--- src/rtl/slot_select_writer.sv ---
module slot_select_writer #(
  parameter int WORD_W    = 16,
  parameter int LEAD_CYC  = 4,
  parameter int LOW_CYC   = 2,
  parameter int HIGH_CYC  = 2,
  parameter int TRAIL_CYC = 13
) (
  input  logic              clk,
  input  logic              rst_n,
  input  logic              start,
  input  logic [WORD_W-1:0] word,
  output logic              strobe_n,
  output logic              sclk,
  output logic              sdata,
  output logic              busy,
  output logic              done
);
  localparam int M1   = (LEAD_CYC > LOW_CYC) ? LEAD_CYC : LOW_CYC;
  localparam int M2   = (HIGH_CYC > TRAIL_CYC) ? HIGH_CYC : TRAIL_CYC;
  localparam int MAXC = (M1 > M2) ? M1 : M2;
  localparam int CW   = $clog2(MAXC + 1);
  localparam int BW   = (WORD_W > 1) ? $clog2(WORD_W) : 1;

  typedef enum logic [2:0] {S_IDLE, S_LEAD, S_LOW, S_HIGH, S_TRAIL, S_REL, S_DONE} st_t;

  st_t               st;
  logic [CW-1:0]     cnt;
  logic [BW-1:0]     bitn;
  logic [WORD_W-1:0] sh;

  wire last_bit = (bitn == BW'(WORD_W - 1));
  wire cnt_zero = (cnt == '0);
  wire framed   = (st == S_LEAD) || (st == S_LOW) || (st == S_HIGH) || (st == S_TRAIL);

  always_ff @(posedge clk or negedge rst_n) begin
    if (!rst_n) begin
      st   <= S_IDLE;
      cnt  <= '0;
      bitn <= '0;
      sh   <= '0;
    end else begin
      case (st)
        S_IDLE: if (start) begin
          sh   <= word;
          bitn <= '0;
          cnt  <= CW'(LEAD_CYC - 1);
          st   <= S_LEAD;
        end
        S_LEAD: if (cnt_zero) begin
          cnt <= CW'(LOW_CYC - 1);
          st  <= S_LOW;
        end else cnt <= cnt - 1'b1;
        S_LOW: if (cnt_zero) begin
          cnt <= CW'(HIGH_CYC - 1);
          st  <= S_HIGH;
        end else cnt <= cnt - 1'b1;
        S_HIGH: begin
          if (cnt == CW'(HIGH_CYC - 1) && !last_bit) sh <= sh << 1;
          if (cnt_zero) begin
            if (last_bit) begin
              cnt <= CW'(TRAIL_CYC - 1);
              st  <= S_TRAIL;
            end else begin
              bitn <= bitn + 1'b1;
              cnt  <= CW'(LOW_CYC - 1);
              st   <= S_LOW;
            end
          end else cnt <= cnt - 1'b1;
        end
        S_TRAIL: if (cnt_zero) st <= S_REL;
                 else cnt <= cnt - 1'b1;
        S_REL:   st <= S_DONE;
        S_DONE:  st <= S_IDLE;
        default: st <= S_IDLE;
      endcase
    end
  end

  assign strobe_n = !framed;
  assign sclk     = (st != S_LOW);
  assign sdata    = framed & sh[WORD_W-1];
  assign busy     = (st != S_IDLE);
  assign done     = (st == S_DONE);

  p_idle_lines_r1: assert property (@(posedge clk) disable iff (!rst_n)
    !busy |-> (strobe_n && sclk && !sdata && !done));
  p_busy_ends_after_done_r2: assert property (@(posedge clk) disable iff (!rst_n)
    done |=> !busy);
  p_sclk_low_framed_r3: assert property (@(posedge clk) disable iff (!rst_n)
    !sclk |-> !strobe_n);
  p_data_stable_rise_r4: assert property (@(posedge clk) disable iff (!rst_n)
    $rose(sclk) |-> $stable(sdata));
  p_data_stable_fall_r4: assert property (@(posedge clk) disable iff (!rst_n)
    $fell(sclk) |-> $stable(sdata));
  p_strobe_rise_sclk_high_r6: assert property (@(posedge clk) disable iff (!rst_n)
    $rose(strobe_n) |-> (sclk && $past(sclk)));
  p_done_after_strobe_r7: assert property (@(posedge clk) disable iff (!rst_n)
    done |-> (strobe_n && $past(strobe_n) && $past(busy)));
  p_done_single_r7: assert property (@(posedge clk) disable iff (!rst_n)
    done |=> !done);
  p_no_data_unframed_r9: assert property (@(posedge clk) disable iff (!rst_n)
    strobe_n |-> !sdata);
endmodule

--- config.mk ---
export PLATFORM = sky130hd
export DESIGN_NAME = slot_select_writer
export DESIGN_NICKNAME = d
export VERILOG_FILES = /design/src/rtl/slot_select_writer.sv
export SDC_FILE = /design/constraint.sdc
export NUM_CORES = 1
export LEC_CHECK = 0
export BUFFER_PORTS_ARGS = -buffer_cell sky130_fd_sc_hd__buf_2
export CAP_MARGIN = 0
export CORE_ASPECT_RATIO = 1.2
export CORE_UTILIZATION = 60
export DETAILED_ROUTE_END_ITERATION = 10
export PLACE_DENSITY = 0.84
export SKIP_LAST_GASP = 1
export SYNTH_ARGS = -nofsm -noshare
export SYNTH_HDL_FRONTEND = slang
export SYNTH_SLANG_ARGS = --single-unit
--- constraint.sdc ---
create_clock -name clk -period 3.2 [get_ports clk]
set_input_delay 0.96 -clock clk [delete_from_list [all_inputs] [get_ports clk]]
set_output_delay 0.96 -clock clk [all_outputs]
set_load 0.02 [all_outputs]
---- Word level (Yosys, flattened, before mapping) ----
Cells that the tools add are included.
cells by class
  add/subtract/negate cells ............... 2
  equality and inequality tests ........... 17
  mux-type cells .......................... 20
  bitwise gates (word level) .............. 1
  reduce and logical (&&, ||, !) cells .... 16
operators with widths
  cell                                                                count
  16-bit 2-to-1 mux                                                   2
  4-bit 2-to-1 mux                                                    8
  16-bit case mux with 2 select lines                                 1
  3-bit 2-to-1 mux                                                    6
  3-bit case mux with 6 select lines                                  1
  4-bit case mux with 4 select lines                                  1
  2-bit != test, second input constant                                7
  3-bit == test, second input constant                                3
  4-bit case mux with 2 select lines                                  1
  3-bit by 2-bit == test with 1-bit output, second input constant     2
  3-bit AND reduction                                                 2
  5-bit AND reduction                                                 1
  4-bit by 1-bit adder with 4-bit output, second input constant       1
  4-bit by 1-bit == test with 1-bit output, second input constant     1
  4-bit == test, second input constant                                1
  4-bit logical NOT                                                   1
  4-bit AND reduction                                                 1
  4-bit nonzero test                                                  1
  4-bit by 1-bit subtractor with 4-bit output, second input constant  1
  3-bit by 1-bit == test with 1-bit output, second input constant     1
  3-bit logical NOT                                                   1
  1-bit logical OR                                                    3
  3-bit by 2-bit != test with 1-bit output, second input constant     1
  3-bit nonzero test                                                  1
  6 further kinds                                                     7
storage, ports and cells
  register bits ........................... 27
  output and inout port bits .............. 5

---- Logic depth before layout (Yosys ltp) ----
  word-level depth ........................ 5
  mapped depth ............................ 7
  mapped depth without buffers ............ 6

---- Least setup slack after synthesis ----
OpenSTA, ideal clock, no wires.
  path type ............................... register to output
  start point ............................. register st[1]
  end point ............................... output sdata
  arrival ................................. 1.404 ns
  required time ........................... 2.240 ns
  slack ................................... 0.836 ns
  cell stages (with the launch flop) ...... 6
  buffers on the path ..................... 1
  path through ............................ dfrtp_1 clkbuf_1 nor3_1 inv_1 nand2_1 nor2_1
between the ends
  longest elaborated chain between the ends .. 5
RTL lines
  item                                                                                                  line  text
  start: declaration                                                                                    26    st_t st;
  start signal: assignment                                                                              37    st <= S_IDLE;
  start signal: assignment                                                                              47    st <= S_LEAD;
  start signal: assignment                                                                              51    st <= S_LOW;
  3-bit by 1-bit == test with 1-bit output or 3-bit by 2-bit == test with 1-bit output (tied branches)  33    wire framed = (st == S_LEAD) || (st == S_LOW) || (st == S_HIGH) || (st == S_TRAIL);
  1-bit logical OR (2 in series)                                                                        33
  1-bit logical OR (*)                                                                                  33
  1-bit AND (*)                                                                                         81    assign sdata = framed & sh[WORD_W-1];
  end: declaration                                                                                      14    output logic sdata,
Every way passes the cells marked *; elsewhere a longest branch is shown, timed or not.

---- Worst setup path in the final report ----
  start point ............................. register st[2]
  end point ............................... output sdata
Same word-level chain as after synthesis.

==> flow_metrics.env <==
export IMPL_status="completed"
export IMPL_clk_latency_ns=0.32
export IMPL_cp_start_kind="register"
export IMPL_io_buffer_count=23
export IMPL_fin_nets=191
export IMPL_synth_nets=169
export IMPL_post_cts_setup_buffers=0
export IMPL_design_area_um2=1710
export IMPL_cp_required_ns=2.24
export IMPL_yosys_warnings=0
export IMPL_end_kind="output port"
export IMPL_grt_overflow_total=0
export IMPL_hold_viol_final=0
export IMPL_regArea_um2=676
export IMPL_cap_violations=0
export IMPL_fin_ws_ns=0.587
export IMPL_gp_congestion=0.877
export IMPL_synth_edf_count=0
export IMPL_ys_types=42
export IMPL_dr_total_vias=1150
export IMPL_multi_input_area_um2=806
export IMPL_chipHeight_um=58.0
export IMPL_hold_path_class="register to register"
export IMPL_synth_area_um2=1570
export IMPL_first_iter_violations=26
export IMPL_rows=19
export IMPL_grt_pass1_vias=1165
export IMPL_skew_ns=0.0119
export IMPL_antenna_cells=0
export IMPL_grt_max_degree=28
export IMPL_drive_gt1_share_pct=36.3
export IMPL_max_freq_ghz=0.383
export IMPL_viasPerCell=5.78
export IMPL_ioPinCount=24
export IMPL_slew_headroom_pct=58.9
export IMPL_rrSetupSlack_ns=1.07
export IMPL_synth_cells=147
export IMPL_ys_flop_type="dfrtp_1"
export IMPL_dieArea_um2=2830
export IMPL_ys_ff_latch=27
export IMPL_area_growth_syn_to_layout_pct=8.77
export IMPL_arrival_ns=1.65
export IMPL_power_per_cell_area_nw_per_um2=885
export IMPL_cts_hold_buf=0
export IMPL_setup_viol=0
export IMPL_place_area_um2=1680
export IMPL_antenna_found_initial=0
export IMPL_finalCriticalPeriod_ns=2.61
export IMPL_initial_utilization_pct=66.1
export IMPL_core_um2=2380
export IMPL_clock_sinks=27
export IMPL_rsz0062_at_grt="false"
export IMPL_drc_errors=0
export IMPL_leakage_uw=0.000759
export IMPL_wl_um=2780
export IMPL_worst_pin_slew_ns=0.616
export IMPL_n_fill_cell=189
export IMPL_post_route_util_pct=71.8
export IMPL_ys_seq_area_share_pct=43.0
export IMPL_cts_root_buf="clkbuf_4"
export IMPL_synth_async_reset_ratio_pct=100
export IMPL_vdd_drop_max_uv=713
export IMPL_cts_tree="built"
export IMPL_avgRoutedWirePerCell_um=14.0
export IMPL_cts_max_level=1
export IMPL_critPathKind="register to output port"
export IMPL_ant_nets=0
export IMPL_cts_buffers=3
export IMPL_hpwl_um=2090
export IMPL_cts_clk_slew_worst_paths_ns=0.15
export IMPL_power_total_uw=1510
export IMPL_final_max_slew_viol_count=0
export IMPL_cp_max_fo=22
export IMPL_tns_ns=0
export IMPL_dp_slack_ns=0.967
export IMPL_track_usage_pct=22.2
export IMPL_fin_crit_sh_pct=81.6
export IMPL_die_w_um=48.7
export IMPL_drtPass1Iterations=4
export IMPL_ctsResizeCount=0
export IMPL_syn_avg_cell_area_um2=10.7
export IMPL_grt_pass1_wl_um=4870
export IMPL_clk_path_buf_depth=2
[per-layer routing]
metal | track usage (%) | part of all wire, % | up-vias
met3 | 3.67 | 3.7 | 2
met1 | 26.2 | 43 | 551
met5 | 0 | 0 | -
met2 | 39.3 | 52 | 23
met4 | 10.9 | 0.50 | 0
li1 | - | - | 574
[final timing paths]
path / endpoint / from / cells after the start
setup reg to reg: cnt[2] / cnt[0] / 6
setup / recovery: sdata / st[2] / 5
hold reg to reg: sh[5] / sh[5] / 1
min in group asynchronous: st[0] / rst_n / 1
hold / removal: sh[5] / sh[5] / 1
max in group asynchronous: st[2] / rst_n / 1
[cell usage in the layout, fill, tap and decap left out, types with 4 or more instances in the layout]
cell type	synthesis	routed
mux2_2	28	28
o21ai_0	11	11
inv_1	8	8
nor2_1	6	6
nand2_1	7	7
dfrtp_1	27	27
buf_2	2	23
nor3_1	4	4
nand3_1	4	4
a21oi_1	4	4
[report_power, final]
| group | switching [uW] | total (uW) | internal (uW) |
|---|---|---|---|
| logic | 344 | 752 | 408 |
| registers | 119 | 614 | 495 |
| clock network | 98.5 | 145 | 46.8 |
[registers in the layout (all words and copies together) (netlist names)]
| signal | cells |
|---|---|
| sh | 16 |
| bitn | 4 |
| st | 3 |
| cnt | 4 |
[layout make-up]
type	count	share of cell area [%]
multi-input cells	104	47.2
clock inverters	1	0.293
clock buffers	3	1.32
inverters	8	1.76
flip-flops and latches	27	39.6
repair buffers	25	7.62
well taps	31	2.27
[Yosys cell counts (3+ instances only)]
cell type / count / area [um^2]
nand2_1: 7 / 26.3
buf_6: 3 / 33.8
o21ai_0: 11 / 55.1
mux2i_1: 3 / 30.0
ha_1: 3 / 37.5
inv_1: 8 / 30.0
nor3_1: 4 / 20.0
dfrtp_1: 27 / 676
nand3_1: 4 / 20.0
mux2_2: 28 / 315
nor2_1: 6 / 22.5
a21oi_1: 4 / 20.0
[cell families (layout without fill, tap and decap cells)]
| logic type | Yosys count | in the layout | synth area share [%] |
|---|---|---|---|
| AO/OA/AOI/OAI | 30 | 30 | 12.4 |
| XOR/XNOR | 1 | 1 | 0.558 |
| adder cells (fa/ha/maj) | 3 | 3 | 2.39 |
| buffers and inverters | 16 | 37 | 5.66 |
| flip-flops | 27 | 27 | 43.0 |
| multiplexers | 31 | 31 | 22.0 |
| AND/OR/NAND/NOR | 39 | 39 | 14.0 |
[metrics by stage]
step	hold WS (ns)	instances
floorplan	0.477	147
global placement	0.486	195
detailed placement	0.492	195
CTS	0.529	199
global route	0.537	199
finish	0.525	199
[critical path, stage by stage, from the launching register on]
cell and delay (ns):
dfrtp_1 0.61, nor3_1 0.33, inv_1 0.10, nand2_1 0.10, nor2_1 0.04, buf_2 0.15
No activity file was read; power rests on OpenSTA's default activity.
